**src/rtl/tre_pkg.sv**
```systemverilog
package tre_pkg;
    localparam int EXP_W  = 8;
    localparam int CODE_W = 2;
    localparam int SUM_W  = EXP_W + 2;
    localparam int MIN_E  = 5;

    typedef enum logic [CODE_W-1:0] {
        FMT_E5 = 2'd0,
        FMT_E6 = 2'd1,
        FMT_E7 = 2'd2,
        FMT_E8 = 2'd3
    } ewid_e;
endpackage

```
**src/rtl/tre_bias_gen.sv**
```systemverilog
module tre_bias_gen
    import tre_pkg::*;
#(
    parameter int W = EXP_W
) (
    input  ewid_e         fmt,
    output logic [W-1:0]  bias,
    output logic [W-1:0]  mask
);
    // Bias: low four bits always set, bits 4..6 decoded from the code.
    always_comb begin
        bias      = '0;
        bias[3:0] = 4'hF;
        bias[4]   = fmt[1] | fmt[0];
        bias[5]   = fmt[1];
        bias[6]   = fmt[1] & fmt[0];
    end

    // Field mask: one bit per exponent bit of the selected width.
    always_comb begin
        unique case (fmt)
            FMT_E5: mask = W'(8'h1F);
            FMT_E6: mask = W'(8'h3F);
            FMT_E7: mask = W'(8'h7F);
            FMT_E8: mask = W'(8'hFF);
            default: mask = '0;
        endcase
    end
endmodule

```
**src/rtl/tre_exp_add.sv**
```systemverilog
module tre_exp_add
    import tre_pkg::*;
#(
    parameter int W  = EXP_W,
    localparam int SW = W + 2
) (
    input  logic [W-1:0]  fld_a,
    input  logic [W-1:0]  fld_b,
    input  logic [W-1:0]  bias,
    input  logic          ovf,
    output logic [SW-1:0] sum_sel
);
    logic [SW-1:0] sum_base;
    logic [SW-1:0] sum_inc;

    // Both candidates are formed in parallel; overflow only steers the select.
    always_comb begin
        sum_base = {2'b00, fld_a} + {2'b00, fld_b} - {2'b00, bias};
        sum_inc  = sum_base + SW'(1);
        sum_sel  = ovf ? sum_inc : sum_base;
    end
endmodule

```
**src/rtl/tre_range_chk.sv**
```systemverilog
module tre_range_chk
    import tre_pkg::*;
#(
    parameter int W  = EXP_W,
    localparam int SW = W + 2
) (
    input  logic [SW-1:0] sum_sel,
    input  logic [W-1:0]  mask,
    input  logic          opnd_zero,
    output logic          is_zero,
    output logic          is_inf,
    output logic [W-1:0]  exp_val
);
    logic signed [SW-1:0] s_sum;
    logic signed [SW-1:0] s_max;

    always_comb begin
        s_sum   = $signed(sum_sel);
        s_max   = $signed({2'b00, mask});
        is_zero = opnd_zero || (s_sum <= 0);
        is_inf  = !is_zero && (s_sum >= s_max);
        if (is_inf)       exp_val = mask;
        else if (is_zero) exp_val = '0;
        else              exp_val = sum_sel[W-1:0] & mask;
    end
endmodule

```
**src/rtl/tre_exp_path.sv**
```systemverilog
module tre_exp_path
    import tre_pkg::*;
(
    input  logic        clk,
    input  logic        rst_n,
    input  logic [1:0]  fmt_i,
    input  logic [7:0]  exp_a_i,
    input  logic [7:0]  exp_b_i,
    input  logic        sign_a_i,
    input  logic        sign_b_i,
    input  logic        sig_ovf_i,
    output logic        imp_a_o,
    output logic        imp_b_o,
    output logic [7:0]  exp_o,
    output logic        sign_o,
    output logic        zero_o,
    output logic        inf_o,
    output logic        flush_o
);
    ewid_e              fmt;
    logic [EXP_W-1:0]   bias;
    logic [EXP_W-1:0]   mask;
    logic [EXP_W-1:0]   fld_a;
    logic [EXP_W-1:0]   fld_b;
    logic [SUM_W-1:0]   sum_sel;
    logic               nx_zero;
    logic               nx_inf;
    logic [EXP_W-1:0]   nx_exp;

    assign fmt = ewid_e'(fmt_i);

    tre_bias_gen #(.W(EXP_W)) u_bias (
        .fmt  (fmt),
        .bias (bias),
        .mask (mask)
    );

    // Upper bits beyond the chosen width are discarded here.
    assign fld_a   = exp_a_i & mask;
    assign fld_b   = exp_b_i & mask;
    assign imp_a_o = |fld_a;
    assign imp_b_o = |fld_b;

    tre_exp_add #(.W(EXP_W)) u_add (
        .fld_a   (fld_a),
        .fld_b   (fld_b),
        .bias    (bias),
        .ovf     (sig_ovf_i),
        .sum_sel (sum_sel)
    );

    tre_range_chk #(.W(EXP_W)) u_rng (
        .sum_sel   (sum_sel),
        .mask      (mask),
        .opnd_zero (!imp_a_o || !imp_b_o),
        .is_zero   (nx_zero),
        .is_inf    (nx_inf),
        .exp_val   (nx_exp)
    );

    always_ff @(posedge clk) begin
        if (!rst_n) begin
            exp_o   <= '0;
            sign_o  <= 1'b0;
            zero_o  <= 1'b0;
            inf_o   <= 1'b0;
            flush_o <= 1'b0;
        end else begin
            exp_o   <= nx_exp;
            sign_o  <= sign_a_i ^ sign_b_i;
            zero_o  <= nx_zero;
            inf_o   <= nx_inf;
            flush_o <= nx_zero | nx_inf;
        end
    end
endmodule

```
**config.mk**
```make
export PLATFORM = sky130hd
export DESIGN_NAME = tre_exp_path
export DESIGN_NICKNAME = d
export VERILOG_FILES = /design/src/rtl/tre_pkg.sv /design/src/rtl/tre_bias_gen.sv /design/src/rtl/tre_exp_add.sv /design/src/rtl/tre_range_chk.sv /design/src/rtl/tre_exp_path.sv
export SDC_FILE = /design/constraint.sdc
export NUM_CORES = 1
export LEC_CHECK = 0
export BUFFER_PORTS_ARGS = -buffer_cell sky130_fd_sc_hd__buf_4
export CAP_MARGIN = 20
export CORE_UTILIZATION = 39
export CTS_CLUSTER_DIAMETER = 50
export CTS_CLUSTER_SIZE = 14
export DETAILED_ROUTE_END_ITERATION = 16
export SYNTH_ARGS = -nofsm -noshare
export SYNTH_HDL_FRONTEND = slang
export SYNTH_HIERARCHICAL = 1
export SYNTH_SLANG_ARGS = --single-unit
```
**constraint.sdc**
```tcl
create_clock -name clk -period 4.15 [get_ports clk]
set_input_delay 0.2075 -clock clk [delete_from_list [all_inputs] [get_ports clk]]
set_output_delay 0.2075 -clock clk [all_outputs]
set_load 0.02 [all_outputs]
```
==> impl_metrics.toml, run 1 <==
[global_routing]
gr-total-overflow = 0
grt_pass1_wl_mm = 7.24
antenna_found_initial = 0
grt_pass1_vias = 1618
grt_usage = 0.171
grt_max_degree = 12

[floorplanning]
ios = 37
die_h_um = 73.1
fp.coreArea_um2 = 4790
die_x_um = 73.1
rows = 25
initial_utilization = 0.412
die_area_um2 = 5350

[timing]
clock.fmax_ghz = 0.262
period_share = 0.919
rsz0062_at_grt = "no"
finalSetupViolations = 0
fin_tns_setup_ps = 0
max-slew-margin-rel = 0.621
min_period_ps = 3810
hold_viol = 0
drv_slew = 0
worst_slew_pin_slew_ps = 566

[job]
drv.max_cap_violation_count = 0

[critical_path]
crit_required_ps = 4330
cp_max_fo = 8
arrival_ps = 3990
path_depth = 18
crit_end = "exp_o[2]"
critPathKind = "input pin to register"
crit_start = "fmt_i[1]"
cpMaxStageDelayCell = "or4b_1"
cp-end-kind = "register"
start_kind = "input pin"
critPathMaxStageDelay_ps = 550
crit_family = "simple AND/OR/NAND/NOR gates"
cp_cell_sequence = "buf_4 -> or2_4 -> and2_1 -> inv_1 -> fa_1 -> inv_1 -> ha_1 -> or4b_1 -> o2111ai_2 -> nand4_1 -> nand3b_1 -> xnor2_1 -> nor4_1 -> a311oi_1 -> clkinv_1 -> buf_4 -> a21oi_1 -> and2_1"
path_buf_inv = 5

[route]
routed.top_layer = "met3"
vias = 1680
wl_met3_um = 176
via_per_inst = 4.75
drtAntennaViolNets = 0
drc = 0
finalWirelength_mm = 4.19
wl_met2_mm = 1.90
dr.first_iter.drc_count = 72
wl_met1_mm = 2.11
drt_pass1_iterations = 4
wl_per_cell_um = 11.8

[finish]
area_growth_pct = 20.9
final_layout_size_suffix_gt1_frac = 0.254
fillers = 489
utilization = 0.498
final_common_cell = "buf_4"
layout_common_cells = "46 x buf_4, 42 x inv_1, 26 x ha_1"
final_nets = 345
antenna_cells = 0

[min_path]
min_path_type = "input pin to register"
hold_path_depth = 2

[clock_tree]
clkSlewWorstSetupHoldPaths_ps = 50
clk_path_buf_depth = 2
htreeDepth = 1
cts_setup_buffers = 0
cts-root-buf = "clkbuf_8"
cts_buffers = 3
cts_hold_buffers = 0
cts_tree = "yes"
clock-sinks = 12
cts_resized = 0

[logic_synthesis]
syn_area_um2 = 1970
synth.avg_cell_area_um2 = 8.09
synth.ff_latch_count = 12
synth_cells = 244
ys_seq_area_frac = 0.122
synth_cell_types = 55
ys_warn_count = 6

[place]
place_congestion = 0.829
io_buffers = 36
hpwlAfterDp_mm = 3.61

[power]
p_leak_nw = 1.19
power.density_nw_per_um2 = 343
ir_drop_v = 0.000143

[status]
status = "complete, no violations"
-- final cells by class --
| type | instances | area, um^2 | area share |
|---|---|---|---|
| clock buffer | 4 | 55.1 | 0.0231 |
| multi-input combinational | 182 | 1500 | 0.629 |
| tap | 67 | 83.8 | 0.0352 |
| sequential | 12 | 240 | 0.101 |
| timing repair buffer | 46 | 345 | 0.145 |
| inverter | 43 | 161 | 0.0677 |
-- state kept, by name (all words and copies together), names as in the netlist --
| name | count |
|---|---|
| exp_o | 8 |
| flush_o | 1 |
| inf_o | 1 |
| sign_o | 1 |
| zero_o | 1 |
-- cells in the mapped netlist (all sizes together) --
master / number / area share
a211o: 1 / 0.0044
dfxtp: 12 / 0.12
o41a: 1 / 0.0057
o41ai: 1 / 0.014
a31oi: 1 / 0.0032
nor4: 1 / 0.0032
ha: 26 / 0.16
nand2: 6 / 0.013
nor3: 3 / 0.0076
xnor2: 6 / 0.027
or4bb: 1 / 0.0057
o2111ai: 1 / 0.0076
a21o: 1 / 0.0038
clkinv: 1 / 0.0019
nand4: 2 / 0.0095
nand2b: 1 / 0.0032
fa: 8 / 0.081
clkbuf: 2 / 0.0038
nand3b: 1 / 0.0038
or4: 4 / 0.019
o21bai: 2 / 0.0076
or4b: 1 / 0.0051
nand3: 9 / 0.023
buf: 13 / 0.049
nor3b: 2 / 0.0076
a21oi: 15 / 0.040
a311oi: 1 / 0.0044
xor2: 6 / 0.027
a2111oi: 1 / 0.0076
o21ai: 16 / 0.042
or2: 4 / 0.013
a211oi: 4 / 0.029
mux2: 2 / 0.013
conb: 2 / 0.0038
and4: 1 / 0.0044
and2: 28 / 0.092
o211ai: 2 / 0.010
nor2: 7 / 0.013
o211a: 1 / 0.0051
o21a: 3 / 0.011
a22o: 1 / 0.0044
and3: 1 / 0.0032
inv: 42 / 0.080
-- metal layers --
metal	up-vias	GRT usage
li1	882	-
met1	762	0.246
met2	36	0.286
met3	0	0.0207
met4	0	0.00654
met5	-	0
-- power breakdown --
group | switching (W) | total (W) | leakage, nW | internal (W)
clock network | 0.0000404 | 0.000124 | 0.0288 | 0.0000836
logic | 0.000314 | 0.000563 | 1.06 | 0.000249
registers | 0.00000335 | 0.000132 | 0.0983 | 0.000128
total | 0.000357 | 0.000818 | 1.19 | 0.000461
-- kinds of logic (layout without fill, tap and decap cells) --
logic type | count (synthesis) | count (layout) | share of synthesized area
buffers and inverters | 58 | 93 | 0.135
and+or+nand+nor | 72 | 72 | 0.226
muxes | 2 | 2 | 0.0133
other | 2 | 10 | 0.00381
AOI/OAI and AO/OA | 52 | 52 | 0.201
xor gates and xnor gates | 12 | 12 | 0.0533
adders and majority gates | 34 | 34 | 0.246
DFF | 12 | 12 | 0.122
-- stage by stage --
| stage | power (W) | cells | cell area, um^2 | hold WS (ps) | setup slack [ps] |
|---|---|---|---|---|---|
| finish | 0.000818 | 354 | 2380 | 248 | 338 |
| global route | 0.000901 | 354 | 2380 | 268 | 13.8 |
| CTS | 0.000819 | 354 | 2380 | 247 | 180 |
| detailed placement | 0.000690 | 350 | 2330 | 494 | -67.7 |
| global placement | 0.000689 | 350 | 2330 | 495 | -15.4 |
| floorplan | 0.000537 | 252 | 2000 | 350 | 201 |
-- worst min path at each step --
stage | start | end
floorplan | rst_n | zero_o
CTS | rst_n | exp_o[7]
detailed placement | rst_n | exp_o[7]
finish | rst_n | exp_o[7]
global placement | rst_n | exp_o[5]
global route | rst_n | exp_o[3]
Power figures use the tool's default switching activity.
==> run 2, diff against run 1 <==
- SYNTH_HIERARCHICAL: 1 -> default
==> impl_metrics.toml, run 2 <==
[logic_synthesis]
synth_area_leaders = "dfxtp_1 14%, ha_1 14%, xor2_1 5.7%"
syn_nets = 249
synth_edf_count = 0
synth.ff_latch_count = 12
netlist.area_leader.share = 0.143
synthArstFlopShare = 0
synth_top_cell_by_area = "dfxtp_1"
synth_cell_types = 55
synth_cells = 206
ys_warn_count = 0
synth_common_cells = "19 x ha_1, 17 x nor2_1, 12 x a21oi_1, 12 x dfxtp_1, 11 x xor2_1"
yosysMostFrequentCell = "ha_1"
synth.avg_cell_area_um2 = 8.16
syn_area_um2 = 1680
ys_seq_area_frac = 0.143
yosys_most_used_dff = "dfxtp_1"

[critical_path]
cp_cell_sequence = "buf_4 -> ha_1 -> buf_4 -> a211oi_2 -> nor3_2 -> o21a_1 -> nor2_1 -> xor2_1 -> ha_1 -> a21o_1 -> or3_4 -> and2_1 -> xor2_1 -> ha_1 -> nor2_1 -> and4_1 -> a311oi_4 -> o31ai_4 -> a21oi_2 -> a311oi_2"
cpMaxStageDelayCell = "or3_4"
cp_common_cell = "ha_1"
path_buf_inv = 2
start_kind = "input pin"
arrival_ps = 3990
critPathMaxStageDelay_ps = 400
cp-end-kind = "register"
cp_max_fo = 8
crit_family = "compound AO/OA/AOI/OAI gates"
critPathKind = "input pin to register"
crit_required_ps = 4250

[floorplanning]
die_h_um = 67.7
die_area_um2 = 4580
ios = 37
die_x_um = 67.7
initial_utilization = 0.414
rows = 23
fp.coreArea_um2 = 4060

[timing]
clock.fmax_ghz = 0.257
period_share = 0.937
worst_slew_pin_slew_ps = 591
drv_slew = 0
finalSetupViolations = 0
max-slew-margin-rel = 0.606
fin_tns_setup_ps = 0
min_period_ps = 3890
hold_viol = 0

[finish]
final_nets = 311
fillers = 381
top_register = "exp_o"
largest_reg_flops = 8
final_common_cell = "buf_4"
area_growth_pct = 38.2
utilization = 0.573
final_layout_size_suffix_gt1_frac = 0.360
antenna_cells = 0
layout_common_cells = "63 x buf_4, 18 x ha_1, 16 x nor2_1"
instances_no_fill = 317
multi_input_area_um2 = 1460
layout.area.seq_um2 = 240

[power]
p_total_w = 0.000856
p_leak_nw = 1.07
power.density_nw_per_um2 = 368
ir_drop_v = 0.000121

[global_routing]
grt_usage = 0.207
gr-total-overflow = 0
grt_pass1_wl_mm = 7.20
antenna_found_initial = 0
grt_pass1_vias = 1568
grt_max_degree = 10

[min_path]
min_path_type = "input pin to register"

[route]
drtAntennaViolNets = 0
wl_per_cell_um = 13.7
dr.first_iter.drc_count = 48
via_per_inst = 5.38
vias = 1706
drt_pass1_iterations = 4
drc = 0
finalWirelength_mm = 4.34

[clock_tree]
cts_hold_buffers = 0
cts_buffers = 3
clock-sinks = 12
clkSlewWorstSetupHoldPaths_ps = 50
cts-root-buf = "clkbuf_8"
htreeDepth = 1
cts_tree = "yes"
clk_path_buf_depth = 2

[status]
status = "complete, no violations"

[job]
drv.max_cap_violation_count = 0

[place]
hpwlAfterDp_mm = 3.71
dp.cells = 312
io_buffers = 36
place_congestion = 0.834
[run 2: cell types whose count changed after synthesis, moves of 7 or more]
| cell | delta |
|---|---|
| and2_1 | -16 |
| buf_4 | -13 |
| or3_1 | +7 |
| nor2_1 | +10 |
| ha_1 | -7 |
| inv_1 | -33 |
| fa_1 | -7 |
[run 2: area by class of cell]
class,count,area share
multi-input cells,179,0.628
repair buffers,63,0.203
flip-flops and latches,12,0.103
well taps,50,0.0269
clock buffers,4,0.0237
inverters,9,0.0145
[run 2: stage by stage]
stage	cell area [um^2]	setup slack, ps	hold WS [ps]
global placement	2220	-68.7	437
global route	2320	-1.36	196
detailed placement	2220	-111	442
floorplan	1750	50.5	329
finish	2320	260	195
CTS	2280	133	197
[run 2: layer usage]
layer / GRT usage / up-vias / part of all wire
met1: 0.274 / 772 / 0.48
li1: - / 893 / -
met4: 0.0771 / 0 / 0.0060
met2: 0.348 / 39 / 0.49
met3: 0.0101 / 2 / 0.030
met5: 0 / - / 0
[run 2: cells by family (layout without fill, tap and decap cells)]
group | Yosys count | after routing | synth area share
compound gates | 58 | 58 | 0.249
xor+xnor | 21 | 21 | 0.122
fa+ha+maj | 20 | 20 | 0.153
buf+inv | 15 | 76 | 0.0387
flops | 12 | 12 | 0.143
mux | 3 | 3 | 0.0260
simple gates | 77 | 77 | 0.269
[run 2: final timing paths]
kind,startpoint,end,slack [ps],depth (start not counted)
max,exp_a_i[0],exp_o[5],260,20
min,rst_n,sign_o,190,2
[run 2: report_power, final]
group,switching [W],internal [W]
sequential,0.00000603,0.000141
combinational,0.000309,0.000276
clock,0.0000404,0.0000836
total,0.000356,0.000501
[run 2: timing repair]
action | CTS | global route
setup buffers | 0 | 1
endpoints found under the hold margin | 0 | 0
setup endpoints to repair | 0 | 10
gates resized for setup | 0 | 10
